<file path="config.mk">
export PLATFORM = sky130hd
export DESIGN_NAME = fetch_batch_tracker
export DESIGN_NICKNAME = d
export VERILOG_FILES = /design/src/rtl/fbt_pkg.sv /design/src/rtl/fbt_addr_gen.sv /design/src/rtl/fbt_resp_filter.sv /design/src/rtl/fbt_fifo.sv /design/src/rtl/fetch_batch_tracker.sv
export SDC_FILE = /design/constraint.sdc
export NUM_CORES = 1
export LEC_CHECK = 0
export BUFFER_PORTS_ARGS = -buffer_cell sky130_fd_sc_hd__buf_2
export CAP_MARGIN = 20
export CORE_MARGIN = 3
export CORE_UTILIZATION = 40
export DETAILED_ROUTE_END_ITERATION = 7
export GPL_TIMING_DRIVEN = 0
export SYNTH_ARGS = -nofsm -noshare
export SYNTH_HDL_FRONTEND = slang
export SYNTH_SLANG_ARGS = --single-unit
</file>
<file path="constraint.sdc">
create_clock -name clk -period 3.6 [get_ports clk]
set_clock_uncertainty 0.15 [all_clocks]
set_input_delay 0.72 -clock clk [delete_from_list [all_inputs] [get_ports clk]]
set_output_delay 0.72 -clock clk [all_outputs]
set_load 0.005 [all_outputs]
</file>
<file path="src/rtl/fbt_pkg.sv">
package fbt_pkg;

  // Number of undelivered current-batch requests the block may hold.
  function automatic int credit_count(input int use_fifo, input int depth, input int max_out);
    return (use_fifo != 0) ? depth : max_out;
  endfunction

  // Counter width able to hold values 0..n.
  function automatic int count_width(input int n);
    return $clog2(n + 1);
  endfunction

endpackage

</file>
<file path="src/rtl/fbt_addr_gen.sv">
module fbt_addr_gen #(
  parameter int              ADDR_W    = 32,
  parameter int              ID_W      = 3,
  parameter int              CREDITS   = 4,
  parameter logic [ADDR_W-1:0] BOOT_ADDR = '0
) (
  input  logic              clk,
  input  logic              rst,
  input  logic              redir_valid,
  input  logic [ADDR_W-1:0] redir_pc,
  input  logic              deliver,
  input  logic              ar_ready,
  output logic              ar_valid,
  output logic [ADDR_W-1:0] ar_addr,
  output logic [ID_W-1:0]   ar_id,
  output logic [ID_W-1:0]   cur_id,
  output logic [ADDR_W-1:0] dlv_pc
);
  localparam int CNT_W = fbt_pkg::count_width(CREDITS);
  localparam logic [CNT_W-1:0]  CRED_C = CNT_W'(CREDITS);
  localparam logic [ADDR_W-1:0] STEP   = ADDR_W'(4);

  logic [ID_W-1:0]   id_q;
  logic [ADDR_W-1:0] next_q;
  logic [ADDR_W-1:0] dlv_q;
  logic [CNT_W-1:0]  used_q;
  logic              arv_q;
  logic [ADDR_W-1:0] ara_q;
  logic [ID_W-1:0]   arid_q;

  logic slot_free;
  logic load;

  assign slot_free = !arv_q || ar_ready;
  assign load      = slot_free && (used_q < CRED_C) && !redir_valid;

  always_ff @(posedge clk) begin
    if (rst) begin
      id_q   <= '0;
      next_q <= BOOT_ADDR;
      dlv_q  <= BOOT_ADDR;
      used_q <= '0;
      arv_q  <= 1'b0;
      ara_q  <= '0;
      arid_q <= '0;
    end else if (redir_valid) begin
      id_q   <= id_q + ID_W'(1);
      next_q <= redir_pc;
      dlv_q  <= redir_pc;
      used_q <= '0;
      if (ar_ready) arv_q <= 1'b0;
    end else begin
      if (load) begin
        arv_q  <= 1'b1;
        ara_q  <= next_q;
        arid_q <= id_q;
        next_q <= next_q + STEP;
      end else if (ar_ready) begin
        arv_q <= 1'b0;
      end
      used_q <= used_q + CNT_W'(load) - CNT_W'(deliver);
      if (deliver) dlv_q <= dlv_q + STEP;
    end
  end

  assign ar_valid = arv_q;
  assign ar_addr  = ara_q;
  assign ar_id    = arid_q;
  assign cur_id   = id_q;
  assign dlv_pc   = dlv_q;

  // Last accepted request, kept only for the sequence check below.
  logic [ADDR_W-1:0] lst_addr;
  logic [ID_W-1:0]   lst_id;
  logic              lst_vld;

  always_ff @(posedge clk) begin
    if (rst || redir_valid) begin
      lst_vld <= 1'b0;
    end else if (ar_valid && ar_ready) begin
      lst_vld  <= 1'b1;
      lst_addr <= ar_addr;
      lst_id   <= ar_id;
    end
  end


  addr_seq_chk: assert property (@(posedge clk) disable iff (rst)
    (ar_valid && ar_ready && lst_vld && ar_id == lst_id) |-> (ar_addr == lst_addr + STEP));


  ar_hold_chk: assert property (@(posedge clk) disable iff (rst)
    (ar_valid && !ar_ready) |=> (ar_valid && $stable(ar_addr) && $stable(ar_id)));


  credit_bound_chk: assert property (@(posedge clk) disable iff (rst)
    used_q <= CRED_C);

endmodule

</file>
<file path="src/rtl/fbt_resp_filter.sv">
module fbt_resp_filter #(
  parameter int ID_W = 3
) (
  input  logic            r_valid,
  input  logic [ID_W-1:0] r_id,
  input  logic [ID_W-1:0] cur_id,
  input  logic            redir_valid,
  input  logic            sink_ready,
  output logic            keep,
  output logic            r_ready
);
  // A response is kept only when it belongs to the live batch and no
  // flush happens in the same cycle; everything else is swallowed.
  assign keep    = r_valid && (r_id == cur_id) && !redir_valid;
  assign r_ready = !keep || sink_ready;
endmodule

</file>
<file path="src/rtl/fbt_fifo.sv">
module fbt_fifo #(
  parameter int DATA_W = 32,
  parameter int DEPTH  = 4
) (
  input  logic              clk,
  input  logic              rst,
  input  logic              flush,
  input  logic              push,
  input  logic [DATA_W-1:0] push_data,
  input  logic              pop,
  output logic              out_valid,
  output logic [DATA_W-1:0] out_data
);
  localparam int PTR_W = (DEPTH > 1) ? $clog2(DEPTH) : 1;
  localparam int CNT_W = fbt_pkg::count_width(DEPTH);
  localparam logic [PTR_W-1:0] LAST = PTR_W'(DEPTH - 1);
  localparam logic [CNT_W-1:0] FULL = CNT_W'(DEPTH);

  logic [DATA_W-1:0] mem [DEPTH];
  logic [PTR_W-1:0]  wp, rp;
  logic [CNT_W-1:0]  cnt;
  logic              do_push, do_pop;

  assign do_push = push && !flush;
  assign do_pop  = pop && !flush;

  always_ff @(posedge clk) begin
    if (do_push) mem[wp] <= push_data;
  end

  always_ff @(posedge clk) begin
    if (rst || flush) begin
      wp  <= '0;
      rp  <= '0;
      cnt <= '0;
    end else begin
      if (do_push) wp <= (wp == LAST) ? '0 : wp + PTR_W'(1);
      if (do_pop)  rp <= (rp == LAST) ? '0 : rp + PTR_W'(1);
      cnt <= cnt + CNT_W'(do_push) - CNT_W'(do_pop);
    end
  end

  assign out_valid = (cnt != '0);
  assign out_data  = mem[rp];


  no_overflow_chk: assert property (@(posedge clk) disable iff (rst)
    do_push |-> ((cnt < FULL) || do_pop));

endmodule

</file>
<file path="src/rtl/fetch_batch_tracker.sv">
module fetch_batch_tracker #(
  parameter int              ADDR_W     = 32,
  parameter int              DATA_W     = 32,
  parameter int              ID_W       = 3,
  parameter int              USE_FIFO   = 1,
  parameter int              FIFO_DEPTH = 4,
  parameter int              MAX_OUT    = 2,
  parameter logic [ADDR_W-1:0] BOOT_ADDR  = ADDR_W'(32'h100)
) (
  input  logic              clk,
  input  logic              rst,
  input  logic              redir_valid,
  input  logic [ADDR_W-1:0] redir_pc,
  output logic              ar_valid,
  input  logic              ar_ready,
  output logic [ADDR_W-1:0] ar_addr,
  output logic [ID_W-1:0]   ar_id,
  input  logic              r_valid,
  output logic              r_ready,
  input  logic [DATA_W-1:0] r_data,
  input  logic [ID_W-1:0]   r_id,
  output logic              ins_valid,
  input  logic              ins_ready,
  output logic [DATA_W-1:0] ins_data,
  output logic [ADDR_W-1:0] ins_pc
);
  localparam int CREDITS = fbt_pkg::credit_count(USE_FIFO, FIFO_DEPTH, MAX_OUT);

  logic [ID_W-1:0] cur_id;
  logic            keep;
  logic            sink_ready;
  logic            deliver;

  assign deliver = ins_valid && ins_ready;

  fbt_addr_gen #(
    .ADDR_W   (ADDR_W),
    .ID_W     (ID_W),
    .CREDITS  (CREDITS),
    .BOOT_ADDR(BOOT_ADDR)
  ) u_addr_gen (
    .clk        (clk),
    .rst        (rst),
    .redir_valid(redir_valid),
    .redir_pc   (redir_pc),
    .deliver    (deliver),
    .ar_ready   (ar_ready),
    .ar_valid   (ar_valid),
    .ar_addr    (ar_addr),
    .ar_id      (ar_id),
    .cur_id     (cur_id),
    .dlv_pc     (ins_pc)
  );

  fbt_resp_filter #(.ID_W(ID_W)) u_filter (
    .r_valid    (r_valid),
    .r_id       (r_id),
    .cur_id     (cur_id),
    .redir_valid(redir_valid),
    .sink_ready (sink_ready),
    .keep       (keep),
    .r_ready    (r_ready)
  );

  generate
    if (USE_FIFO != 0) begin : g_buf
      logic              buf_valid;
      logic [DATA_W-1:0] buf_data;

      fbt_fifo #(.DATA_W(DATA_W), .DEPTH(FIFO_DEPTH)) u_fifo (
        .clk      (clk),
        .rst      (rst),
        .flush    (redir_valid),
        .push     (keep),
        .push_data(r_data),
        .pop      (deliver),
        .out_valid(buf_valid),
        .out_data (buf_data)
      );

      // Credits guarantee room, so the buffer always accepts.
      assign sink_ready = 1'b1;
      assign ins_valid  = buf_valid && !redir_valid;
      assign ins_data   = buf_data;
    end else begin : g_pass
      assign sink_ready = ins_ready;
      assign ins_valid  = keep;
      assign ins_data   = r_data;
    end
  endgenerate


  stale_drop_chk: assert property (@(posedge clk) disable iff (rst)
    (r_valid && r_id != cur_id) |-> r_ready);


  flush_chk: assert property (@(posedge clk) disable iff (rst)
    redir_valid |=> !ins_valid);

endmodule

</file>
==> flow_summary.yaml <==
status:
  status: "completed"
global_routing:
  grt_pass1_wl_um: 38600
  overflow: 0
  grtUsageTotal_pct: 18.5
  grt_pass1_vias: 6923
  antenna_found_initial: 1
  grt_max_degree: 33
setup_path:
  cp.arrival_ps: 2190
  regToRegSetupSlack_ps: 620
  crit_path_start_kind: "flop"
  cp_data_required_time_ps: 2730
  worst_setup_path_end_kind: "output port"
  path_class: "flop to output port"
  reg2reg_to: "u_addr_gen.used_q[2]"
  ff2ff_path_depth: 10
  critPathMaxFanout: 10
  timing.rr.start: "u_addr_gen.ar_valid"
routing:
  drtIter0Drc: 374
  firstDrtPassIters: 5
  wl_per_cell_um: 19.0
  ant_nets: 0
  drt_wl_total_um: 25200
  vias_per_cell: 5.18
  vias: 6856
  drc: 0
floorplanning:
  initial_core_util_pct: 40.7
  die_y_um: 164
  core_area_sq_um: 24400
  dieArea_sq_um: 26800
  rows: 57
  ios: 175
  die_w_um: 164
sta:
  hold_viol_final: 0
  tightest_slew_ps: 883
  slew_headroom_pct: 40.8
  fin_crit_sh_pct: 84.9
  setup_slack_ps: 543
  drv_slew: 0
  finalCriticalPeriod_ps: 3060
  holdWs_ps: 264
  setup_viol: 0
  max_freq_mhz: 327
  rsz0062_at_grt: "no"
clock_network:
  cts_tree: "yes"
  cts_resized: 0
  cts_setup_buffers: 0
  numCtsBuffers: 26
  cts_buffer_depth: 3
  postCtsHoldBufs: 0
  htreeDepth: 1
  cts.sinks: 243
  cts_root_buffer: "clkbuf_16"
  clkTransAtPathRegs_ps: 60
  clk_latency_ps: 520
synthesis:
  post-synth-top-area-fraction_pct: 38.7
  synth_cell_types: 56
  async_flop_share_pct: 0
  yosysWarnings: 0
  ys.flop_type: "edfxtp_1"
  syn_area_sq_um: 9930
  synth_enable_flop_cells: 128
  ys_ff_latch: 243
  syn_nets: 866
  yosys.area.top_type: "edfxtp_1"
  synth_area_leaders: "edfxtp_1, dfxtp_1, mux4_2"
  yosysSeqAreaShare_pct: 61.9
  syn_inst: 780
  syn_avg_cell_area_sq_um: 12.7
placed_design:
  placed_cell_area_sq_um: 11200
  hpwl_um: 17800
  io_buffer_count: 171
  globalplace.congestion: 0.874
  place_ws_ps: 79.9
power_and_ir_drop:
  power_leakage_nw: 4.39
  vdd_drop_max_uv: 268
  cellPowerDensity_nw_per_um2: 491
min_path:
  whs_path_depth: 1
  hold_end: "g_buf.u_fifo.mem[0][16]"
  min-delay-start: "r_data[16]"
  hp-class: "input pin to flop"
run:
  maxCapViolations: 0
cells_and_area:
  final_cell_mix: "buf_2, edfxtp_1, dfxtp_1, nand2_1, a21oi_1"
  area.growth.synth_to_final_pct: 20.6
  design_area_sq_um: 12000
  finalCoreUtilization_pct: 49.1
  nFillCells: 2248
  final_nets: 1065
  drive_gt1_share_pct: 27.3
  final_common_cell: "buf_2"
-- kinds of logic (layout without fill, tap and decap cells) --
| logic type | Yosys count | count (layout) | synth area share (%) |
|---|---|---|---|
| AND/OR/NAND/NOR | 234 | 234 | 11.9 |
| XOR/XNOR | 59 | 59 | 5.20 |
| flip-flops | 243 | 243 | 61.9 |
| AO/OA/AOI/OAI | 140 | 140 | 9.14 |
| buffers and inverters | 53 | 272 | 2.28 |
| multiplexers | 37 | 37 | 7.76 |
| adder cells (fa/ha/maj) | 13 | 13 | 1.79 |
| other | 1 | 2 | 0.0378 |
-- through the flow --
step / cells / power [mW] / setup TNS [ps]
final: 1324 / 5.88 / 0
after detailed placement: 1275 / 3.50 / 0
after global placement: 1275 / 3.50 / -65030
after CTS: 1323 / 5.95 / 0
after global routing: 1323 / 6.11 / 0
after floorplan: 780 / 3.30 / 0
-- layer usage --
layer  GRT usage [%]  routed length, um  vias to the layer above
li1                -                  -                     3265
met2            32.0              12300                      201
met5               0                 10                        -
met4            5.11                618                        2
met1            23.8              10600                     3349
met3            3.63               1610                       39
-- synthesized netlist by cell type (all sizes together) (10+ instances only) --
| library cell | n |
|---|---|
| inv | 12 |
| o21a | 27 |
| dfxtp | 115 |
| and2 | 11 |
| ha | 11 |
| nor3 | 10 |
| nand2 | 106 |
| mux4 | 32 |
| xor2 | 40 |
| a21oi | 47 |
| nor2 | 29 |
| clkbuf | 20 |
| edfxtp | 128 |
| buf | 20 |
| nand3 | 24 |
| a21boi | 33 |
| xnor2 | 19 |
| o21ai | 13 |
| nand4 | 23 |
-- sequential cells by signal, indices dropped and copies added (netlist names), named ones only --
signal               flops
g_buf.u_fifo.cnt         3
g_buf.u_fifo.mem       128
g_buf.u_fifo.rp          2
g_buf.u_fifo.wp          2
u_addr_gen.ar_addr      32
u_addr_gen.ar_id         3
u_addr_gen.ar_valid      1
u_addr_gen.cur_id        3
u_addr_gen.dlv_pc       32
u_addr_gen.next_q       32
u_addr_gen.used_q        3
-- critical path, stage by stage (launching register included) --
cell	delay, ps
dfxtp_1	310
clkbuf_1	260
buf_2	400
mux4_2	580
buf_2	150
-- cell type report --
type	instances	area (sq um)	share of cell area, %
Timing Repair Buffer	171	856	7.14
Sequential cell	243	6150	51.3
Tap cell	324	405	3.38
Inverter	13	48.8	0.407
Clock buffer	36	719	6.01
Antenna cell	1	2.50	0.0209
Buffer	40	178	1.48
Clock inverter	12	58.8	0.491
Multi-Input combinational cell	484	3570	29.8
-- where the power goes --
part | switching [mW] | internal [mW]
clock network | 1.05 | 1.39
logic | 0.211 | 0.154
registers | 0.0813 | 2.99
total | 1.35 | 4.54
-- how the worst max path moves through the flow --
stage	start	end	cells after the start
after floorplan	redir_valid	g_buf.u_fifo.mem[3][0]	6
after global placement	redir_valid	g_buf.u_fifo.mem[1][6]	6
after detailed placement	redir_valid	g_buf.u_fifo.mem[1][13]	6
after CTS	redir_valid	ins_valid	4
after global routing	flop	ins_data[10]	4
final	flop	ins_data[10]	4
No activity file was read; power rests on OpenSTA's default activity.
